--- config.mk ---
export PLATFORM = sky130hd
export DESIGN_NAME = apb_hs_bridge
export DESIGN_NICKNAME = d
export VERILOG_FILES = /design/src/rtl/apb_hs_pkg.sv /design/src/rtl/hs_ack_sync.sv /design/src/rtl/hs_addr_decode.sv /design/src/rtl/apb_hs_bridge.sv
export SDC_FILE = /design/constraint.sdc
export NUM_CORES = 1
export LEC_CHECK = 0
export BUFFER_PORTS_ARGS = -buffer_cell sky130_fd_sc_hd__buf_2
export CAP_MARGIN = 10
export CORE_UTILIZATION = 28
export CTS_CLUSTER_DIAMETER = 60
export DETAILED_ROUTE_END_ITERATION = 7
export GPL_TIMING_DRIVEN = 0
export PLACE_DENSITY_LB_ADDON = 0.2
export SYNTH_ARGS = -nofsm -noshare
export SYNTH_HDL_FRONTEND = slang
export SYNTH_SLANG_ARGS = --single-unit
--- constraint.sdc ---
create_clock -name pclk -period 3.7 [get_ports pclk]
set_input_delay 0.555 -clock pclk [delete_from_list [all_inputs] [get_ports pclk]]
set_output_delay 0.555 -clock pclk [all_outputs]
set_load 0.03 [all_outputs]
--- src/rtl/apb_hs_pkg.sv ---
package apb_hs_pkg;

    typedef enum logic [1:0] {
        HS_IDLE = 2'd0,
        HS_REQ  = 2'd1,
        HS_REL  = 2'd2,
        HS_DONE = 2'd3
    } hs_state_e;

    typedef struct packed {
        hs_state_e   state;
        logic        we;
        logic [1:0]  sel;
        logic [31:0] wdata;
        logic [31:0] rdata;
    } hs_regs_t;

endpackage

--- src/rtl/hs_ack_sync.sv ---
module hs_ack_sync (
    input  logic clk,
    input  logic rst_n,
    input  logic async_i,
    output logic sync_o
);
    logic stage1_q;
    logic stage2_q;

    always_ff @(posedge clk or negedge rst_n) begin
        if (!rst_n) begin
            stage1_q <= 1'b0;
            stage2_q <= 1'b0;
        end else begin
            stage1_q <= async_i;
            stage2_q <= stage1_q;
        end
    end

    assign sync_o = stage2_q;
endmodule

--- src/rtl/hs_addr_decode.sv ---
module hs_addr_decode #(
    parameter int ADDR_W  = 12,
    parameter int NUM_TGT = 1,
    localparam int IDX_W  = ADDR_W - 4
) (
    input  logic [ADDR_W-1:0]  addr_i,
    input  logic [NUM_TGT-1:0] lock_i,
    output logic [IDX_W-1:0]   idx_o,
    output logic [NUM_TGT-1:0] onehot_o,
    output logic               is_valid_o,
    output logic               is_lock_o,
    output logic               is_bad_o,
    output logic [31:0]        lock_word_o
);
    assign idx_o      = addr_i[ADDR_W-1:4];
    assign is_lock_o  = &idx_o;
    assign is_valid_o = ({1'b0, idx_o} < (IDX_W+1)'(NUM_TGT));
    assign is_bad_o   = !is_valid_o && !is_lock_o;

    for (genvar g = 0; g < NUM_TGT; g++) begin : g_onehot
        assign onehot_o[g] = (idx_o == IDX_W'(g));
    end

    for (genvar b = 0; b < 32; b++) begin : g_lock
        if (b < NUM_TGT) begin : g_used
            assign lock_word_o[b] = lock_i[b];
        end else begin : g_zero
            assign lock_word_o[b] = 1'b0;
        end
    end
endmodule

--- src/rtl/apb_hs_bridge.sv ---
module apb_hs_bridge #(
    parameter int ADDR_W  = 12,
    parameter int NUM_TGT = 1
) (
    input  logic                    pclk,
    input  logic                    presetn,
    input  logic                    psel,
    input  logic                    penable,
    input  logic                    pwrite,
    input  logic [ADDR_W-1:0]       paddr,
    input  logic [31:0]             pwdata,
    output logic [31:0]             prdata,
    output logic                    pready,
    output logic                    pslverr,
    output logic [NUM_TGT-1:0]      tgt_req,
    output logic [NUM_TGT-1:0]      tgt_we,
    output logic [2*NUM_TGT-1:0]    tgt_sel,
    output logic [32*NUM_TGT-1:0]   tgt_wdata,
    input  logic [NUM_TGT-1:0]      tgt_ack,
    input  logic [32*NUM_TGT-1:0]   tgt_rdata,
    input  logic [NUM_TGT-1:0]      tgt_lock
);
    import apb_hs_pkg::*;

    localparam int IDX_W = ADDR_W - 4;

    if (IDX_W < $clog2(NUM_TGT + 1)) begin : g_bad_width
        $error("index field too narrow for NUM_TGT plus the reserved index");
    end
    if (NUM_TGT > 32) begin : g_bad_count
        $error("lock readback holds at most 32 ports");
    end

    hs_regs_t           q, d;
    logic [NUM_TGT-1:0] req_q, req_d;
    logic [IDX_W-1:0]   tgt_q, tgt_d;

    logic [IDX_W-1:0]   dec_idx;
    logic [NUM_TGT-1:0] dec_onehot;
    logic               dec_valid, dec_lock, dec_bad;
    logic [31:0]        lock_word;
    logic [NUM_TGT-1:0] ack_sync;
    logic               ack_sel;
    logic [31:0]        rdata_sel;
    logic               access;

    assign access = psel && penable;

    hs_addr_decode #(.ADDR_W(ADDR_W), .NUM_TGT(NUM_TGT)) dec_i (
        .addr_i      (paddr),
        .lock_i      (tgt_lock),
        .idx_o       (dec_idx),
        .onehot_o    (dec_onehot),
        .is_valid_o  (dec_valid),
        .is_lock_o   (dec_lock),
        .is_bad_o    (dec_bad),
        .lock_word_o (lock_word)
    );

    for (genvar g = 0; g < NUM_TGT; g++) begin : g_port
        hs_ack_sync sync_i (
            .clk     (pclk),
            .rst_n   (presetn),
            .async_i (tgt_ack[g]),
            .sync_o  (ack_sync[g])
        );
        assign tgt_we[g]              = q.we;
        assign tgt_sel[2*g +: 2]      = q.sel;
        assign tgt_wdata[32*g +: 32]  = q.wdata;
    end

    assign tgt_req = req_q;

    always_comb begin
        ack_sel   = 1'b0;
        rdata_sel = '0;
        for (int i = 0; i < NUM_TGT; i++) begin
            if (tgt_q == IDX_W'(i)) begin
                ack_sel   = ack_sync[i];
                rdata_sel = tgt_rdata[32*i +: 32];
            end
        end
    end

    always_comb begin
        d     = q;
        req_d = req_q;
        tgt_d = tgt_q;
        case (q.state)
            HS_IDLE: begin
                if (access && dec_valid) begin
                    d.state = HS_REQ;
                    d.we    = pwrite;
                    d.sel   = paddr[3:2];
                    d.wdata = pwdata;
                    req_d   = dec_onehot;
                    tgt_d   = dec_idx;
                end
            end
            HS_REQ: begin
                if (ack_sel) begin
                    d.rdata = rdata_sel;
                    req_d   = '0;
                    d.state = HS_REL;
                end
            end
            HS_REL: begin
                if (!ack_sel) begin
                    d.state = HS_DONE;
                end
            end
            default: begin
                d.state = HS_IDLE;
            end
        endcase
    end

    always_ff @(posedge pclk or negedge presetn) begin
        if (!presetn) begin
            q     <= '{state: HS_IDLE, we: 1'b0, sel: 2'b00, wdata: 32'h0, rdata: 32'h0};
            req_q <= '0;
            tgt_q <= '0;
        end else begin
            q     <= d;
            req_q <= req_d;
            tgt_q <= tgt_d;
        end
    end

    always_comb begin
        pready  = 1'b0;
        pslverr = 1'b0;
        prdata  = '0;
        if (q.state == HS_DONE) begin
            pready = 1'b1;
            prdata = q.rdata;
        end else if (q.state == HS_IDLE && access && !dec_valid) begin
            pready  = 1'b1;
            pslverr = dec_bad;
            prdata  = dec_lock ? lock_word : 32'h0;
        end
    end
endmodule

=== Yosys cells after proc, flatten, opt, wreduce, memory -nomap -nowiden ===
Index checks and enable logic that the tools add are counted.

* Register bits after elaboration: 80
* Bits in latches: 0
* RAM bits: 0
* ROM bits: 0
* Input port bits: 83
* Output and inout bits: 70
* Logic and storage cells: 48
* Memories kept: 0

* Add/sub/neg operators: 0
* $mul: 0
* Divide/modulo/power cells: 0
* $lt $le $gt $ge: 1
* Equal/unequal tests: 6
* Shift-type cells: 0
* Muxes and demuxes: 16
* Bitwise gates (word level): 0
* Reductions and logical operators: 16

{| class="wikitable"
|+ Operator list
! kind !! number
|-
| 32-bit 2-to-1 mux || 2
|-
| 37-bit 2-to-1 mux || 1
|-
| 8-bit zero test || 2
|-
| 1-bit 2-to-1 mux || 9
|-
| 8-bit by 1-bit < comparator with 1-bit output (second input constant) || 1
|-
| 8-bit AND reduction || 1
|-
| 2-bit != test (second input constant) || 3
|-
| 2-bit one-hot mux with 3 select lines || 1
|-
| 3-bit AND reduction || 2
|-
| 1-bit logical AND || 5
|-
| 2-bit equality test (second input constant) || 2
|-
| 2-bit 2-to-1 mux || 2
|-
| 2-bit AND reduction || 2
|-
| 2-bit by 1-bit equality test with 1-bit output (second input constant) || 1
|-
| 1-bit zero test || 2
|-
| 2-bit zero test || 1
|-
| 1-bit one-hot mux with 2 select lines || 1
|-
| 2-bit nonzero test || 1
|}

=== Longest topological paths before layout ===
* Word-level depth: 5
* Gate-level depth with buffers: 6
* Gate-level depth less buffers: 6

=== By module ===
A second synthesis with hierarchy kept.

* Cell total of the unflattened synthesis: 315
* Area total of the unflattened synthesis: 4201.5 um^2

{| class="wikitable"
|+ Modules (own cells, without submodules)
! module !! times used !! cells an instance !! area an instance (um^2) !! sequential area each (um^2)
|-
| apb_hs_bridge || 1 || 264 || 3787.4 || 1951.9
|-
| hs_addr_decode || 1 || 49 || 364.1 || 0.0
|-
| hs_ack_sync || 1 || 2 || 50.0 || 50.0
|}

=== Worst setup path before layout ===
No wires, ideal clock.

* Path kind: register to output
* From: reg q[68] (netlist bit)
* To: out prdata[0]
* Arrival time: 1.718 ns
* Required time: 3.145 ns
* Path slack: 1.427 ns
* Cell stages (with the launch flop): 6
* Buffers on the path: 0
* Cells stage by stage: dfrtp_1 -> inv_1 -> ha_1 -> and3_1 -> nand2_1 -> o31ai_1

* Cells in the longest elaborated chain, start to end: 5
* Elaborated cells on any way between the ends: 6
* Those cells by class: 1 x eq/ne; 2 x mux; 3 x reduce/logical

{| class="wikitable"
|+ Ends and longest elaborated chain
! item !! RTL line !! RTL
|-
| start, declared || apb_hs_bridge.sv:34 || <nowiki>hs_regs_t q, d;</nowiki>
|-
| start signal, assigned || apb_hs_bridge.sv:120 || <nowiki>q <= '{state: HS_IDLE, we: 1'b0, sel: 2'b00, wdata: 32'h0, rdata: 32'h0};</nowiki>
|-
| 2-bit zero test || apb_hs_bridge.sv:137 || <nowiki>end else if (q.state == HS_IDLE && access && !dec_valid) begin</nowiki>
|-
| 1-bit logical AND (2 in series) || apb_hs_bridge.sv:137 ||
|-
| 1-bit 2-to-1 mux || apb_hs_bridge.sv:137 ||
|-
| 32-bit 2-to-1 mux * || apb_hs_bridge.sv:134 || <nowiki>if (q.state == HS_DONE) begin</nowiki>
|-
| end, declared || apb_hs_bridge.sv:12 || <nowiki>output logic [31:0] prdata,</nowiki>
|}

Mark *: on every way between the ends. The rest lies on a longest branch, timed or not.

=== Final worst setup path ===
Same ends and word-level chain as after synthesis.

==> impl_metrics.tcl <==
set metrics [dict create \
    placedCellCount 592 \
    drt_drc_violations_left 0 \
    critical_path.max_stage_delay_ps 400 \
    post-dp-hpwl_um 5700 \
    layout_min_cycle_time_ps 2370 \
    cp_top_family "flip-flops" \
    yosys_register_bits 80 \
    worstPathBufferInverterCount 2 \
    dpl_worst_slack_ps 1570 \
    ir_drop_mv 0.231 \
    rows 42 \
    switchingPower_mw 0.993 \
    end_kind "primary output" \
    synth_top_cell_by_area "sky130_fd_sc_hd__dfrtp_1" \
    cts.repair.resized 0 \
    post_synth_instance_area_mm2 0.00388 \
    via_per_inst 4.11 \
    track_usage_pct 11.6 \
    tightestPinTransition_ps 470 \
    areaGrowthSynthToFinish_pct 34.1 \
    grt_setup_unrepaired "no" \
    synthMostInstantiatedCell "sky130_fd_sc_hd__dfrtp_1" \
    synth_area_per_cell_um2 14.6 \
    leakagePower_nw 2.96 \
    design.portCount 153 \
    critical_path_cell_count 6 \
    cts.hold.buffers_added 0 \
    sequential_fraction_of_design_power_pct 37.0 \
    drt-pass1-iter-count 4 \
    startpoint_type "register" \
    dpl-instance-area_mm2 0.00488 \
    die_area_mm2 0.0143 \
    antenna_violating_nets_post_route 0 \
    cells_on_worst_reg2reg_path 6 \
    final.fill_count 1323 \
    num_antenna_cells 0 \
    finalWeightedCongestion 0.746 \
    final_cell_area_mm2 0.00520 \
    synth.top_cell.area_share_pct 51.6 \
    grt_start_max_net_pins 48 \
    cts.sinks 80 \
    power_frac_clock_pct 29.9 \
    cts_htree_levels 3 \
    coreArea_mm2 0.0133 \
    insertion_delay_ps 340 \
    synth_edf_count 0 \
    combinational_share_of_power_pct 33.1 \
    fin_crit_sh_pct 64.1 \
    post_synth_fa_ha_maj_area_fraction_pct 1.29 \
    maxSlewHeadroom_pct 68.7 \
    tritoncts "done" \
    ys_seq_area_share_pct 51.6 \
    via_count 2492 \
    postLayoutSetupSlackWorst_ps 1330 \
    wirelength_um 7890 \
    drtIter0Drc 65 \
    number_of_antenna_violations_at_the_first_check_in_global_routing 0 \
    final_report_max_slew_violation_count 0 \
    setup-violations-final 0 \
    internal-power_mw 2.21 \
    area.sequential_mm2 0.00200 \
    critical_path_cell_with_the_highest_stage_delay "sky130_fd_sc_hd__dfrtp_1" \
    timing.clock.skew_ps 3.95 \
    timing.final.hold_violations 0 \
    synth_xor_area_share_pct 0 \
    synthTopCellsByCount "80 x sky130_fd_sc_hd__dfrtp_1, 59 x sky130_fd_sc_hd__mux2_4, 39 x sky130_fd_sc_hd__and2_1" \
    synth_cell_type_count 30 \
    critical_path.cell_chain "inv_1, ha_1, and3_1, nand2_1, o31ai_1, buf_2" \
    maxCapViolations 0 \
    status "complete, no violations" \
    post_synth_inst_count 265 \
    synth.mux.area_fraction_pct 26.0 \
    simple_gate_fraction_of_synth_area_pct 11.0 \
    non_filler_instances 607 \
    cp.required_ps 3140 \
    cts_buffers 9 \
    wl_per_cell_um 13.0 \
    synth_top_flop_cell "sky130_fd_sc_hd__dfrtp_1" \
    die-height_um 120 \
    criticalPathCategory "register to primary output" \
    post_synth_main_area_contributors "sky130_fd_sc_hd__dfrtp_1 52%, sky130_fd_sc_hd__mux2_4 23%, sky130_fd_sc_hd__buf_4 6.6%" \
    main_combinational_cell_family_by_area_after_synthesis "multiplexers" \
    crit_arrival_ps 1820 \
    p_per_area_mw_per_mm2 615 \
    path_max_fanout 4 \
    max_frequency_mhz 421 \
    cts_max_path_bufs 2 \
    total_power_mw 3.20 \
    port_buffers 150 \
    synth.net_count 352 \
    grt_first_pass_wirelength_um 12600 \
    ys_async_sr_fraction_pct 100 \
    nNetsFinal 514 \
    final_layout_size_suffix_gt1_share_pct 65.2 \
    min-delay-path-class "primary input to asynchronous set/reset pin" \
    cts.clk_slew.worst_paths_ps 60 \
    yosysWarnings 0 \
    fp.dieW_um 120 \
    cts-root-buf "sky130_fd_sc_hd__clkbuf_16" \
    number_of_global_route_vias_before_repair 2451 \
    synth-compound-area-share_pct 0.904 \
    grt_remaining_overflow 0 \
    initial_core_util_pct 29.0 \
    totalNegativeSetupSlack_ps 0 \
    postCtsSetupBuffers 0 \
    multi_input_comb_area_mm2 0.00152 \
    power_switching_share_pct 31.1 \
]
[per-layer routing]
metal	part of all wire [%]	wire length (um)	GRT usage [%]
met1	45	3560	14.4
met2	47	3730	18.0
met3	5.8	454	4.18
met4	1.8	141	4.92
met5	0	0	0
[cells by family (layout without fill, tap and decap cells)]
group | count (synthesis) | in the layout
muxes | 70 | 70
adders and majority gates | 4 | 4
AOI/OAI and AO/OA | 5 | 5
and+or+nand+nor | 58 | 58
DFF | 80 | 80
buffers and inverters | 48 | 214
[registers in the layout, summed over array words and instances, names as in the netlist]
name / cells
tgt_q: 8
tgt_we: 1
tgt_req: 1
tgt_sel: 2
tgt_wdata: 32
g_port.sync_i.stage1_q: 1
g_port.sync_i.sync_o: 1
q: 34
[worst reg2reg max path, delay by kind of cell, from the launching register on]
| kind | cells | cell delay [ps] |
|---|---|---|
| flip-flops | 1 | 400 |
| adder cells (fa/ha/maj) | 1 | 180 |
| buffers and inverters | 2 | 350 |
| AND/OR/NAND/NOR | 2 | 370 |
| multiplexers | 1 | 300 |
[layout make-up]
type	count	area share [%]
inverter	4	0.289
timing repair buffer	151	15.0
buffer	44	6.52
clock buffer	10	4.60
sequential	80	38.5
tap	176	4.24
clock inverter	5	1.56
multi-input combinational	137	29.3
[path summary, 6_finish.rpt]
| check | from | endpoint | slack (ps) |
|---|---|---|---|
| worst max register to register | q[68] | tgt_sel[0] | 1980 |
| worst max-delay path | q[68] | prdata[0] | 1330 |
| worst min-delay path | presetn | tgt_wdata[26] | 170 |
| max in group asynchronous | presetn | q[0] | 2940 |
| worst min register to register | g_port[0].sync_i.stage1_q | g_port[0].sync_i.sync_o | 360 |
| min in group pclk | tgt_ack | g_port[0].sync_i.stage1_q | 330 |
[cells in the final DEF (no fill, tap or decap), types with 2 or more instances in the layout]
cell type,instances
sky130_fd_sc_hd__bufinv_16,2
sky130_fd_sc_hd__inv_1,4
sky130_fd_sc_hd__nand2_1,4
sky130_fd_sc_hd__dfrtp_1,80
sky130_fd_sc_hd__mux2_2,9
sky130_fd_sc_hd__nor2_1,2
sky130_fd_sc_hd__buf_4,35
sky130_fd_sc_hd__mux2_4,59
sky130_fd_sc_hd__buf_2,150
sky130_fd_sc_hd__clkbuf_16,9
sky130_fd_sc_hd__nor4_4,2
sky130_fd_sc_hd__buf_6,6
sky130_fd_sc_hd__nand4_1,2
sky130_fd_sc_hd__ha_1,4
sky130_fd_sc_hd__and2_1,39
sky130_fd_sc_hd__clkbuf_1,3
[stage by stage]
stage / utilization [%] / hold WS (ps)
5_1_grt: 38.9 / 188
6_report: 38.9 / 168
3_3_place_gp: 36.3 / 337
2_1_floorplan: - / 259
3_5_place_dp: 36.5 / 346
4_1_cts: 38.9 / 166
[power by group through the flow]
stage / logic (mW) / registers [mW] / clock network (mW)
after CTS: 1.08 / 1.19 / 0.996
after global routing: 1.14 / 1.21 / 1.03
after global placement: 1.05 / 1.19 / 0
after floorplan: 0.795 / 1.18 / 0
final: 1.06 / 1.18 / 0.957
after detailed placement: 1.07 / 1.20 / 0
Power figures use the tool's default switching activity.
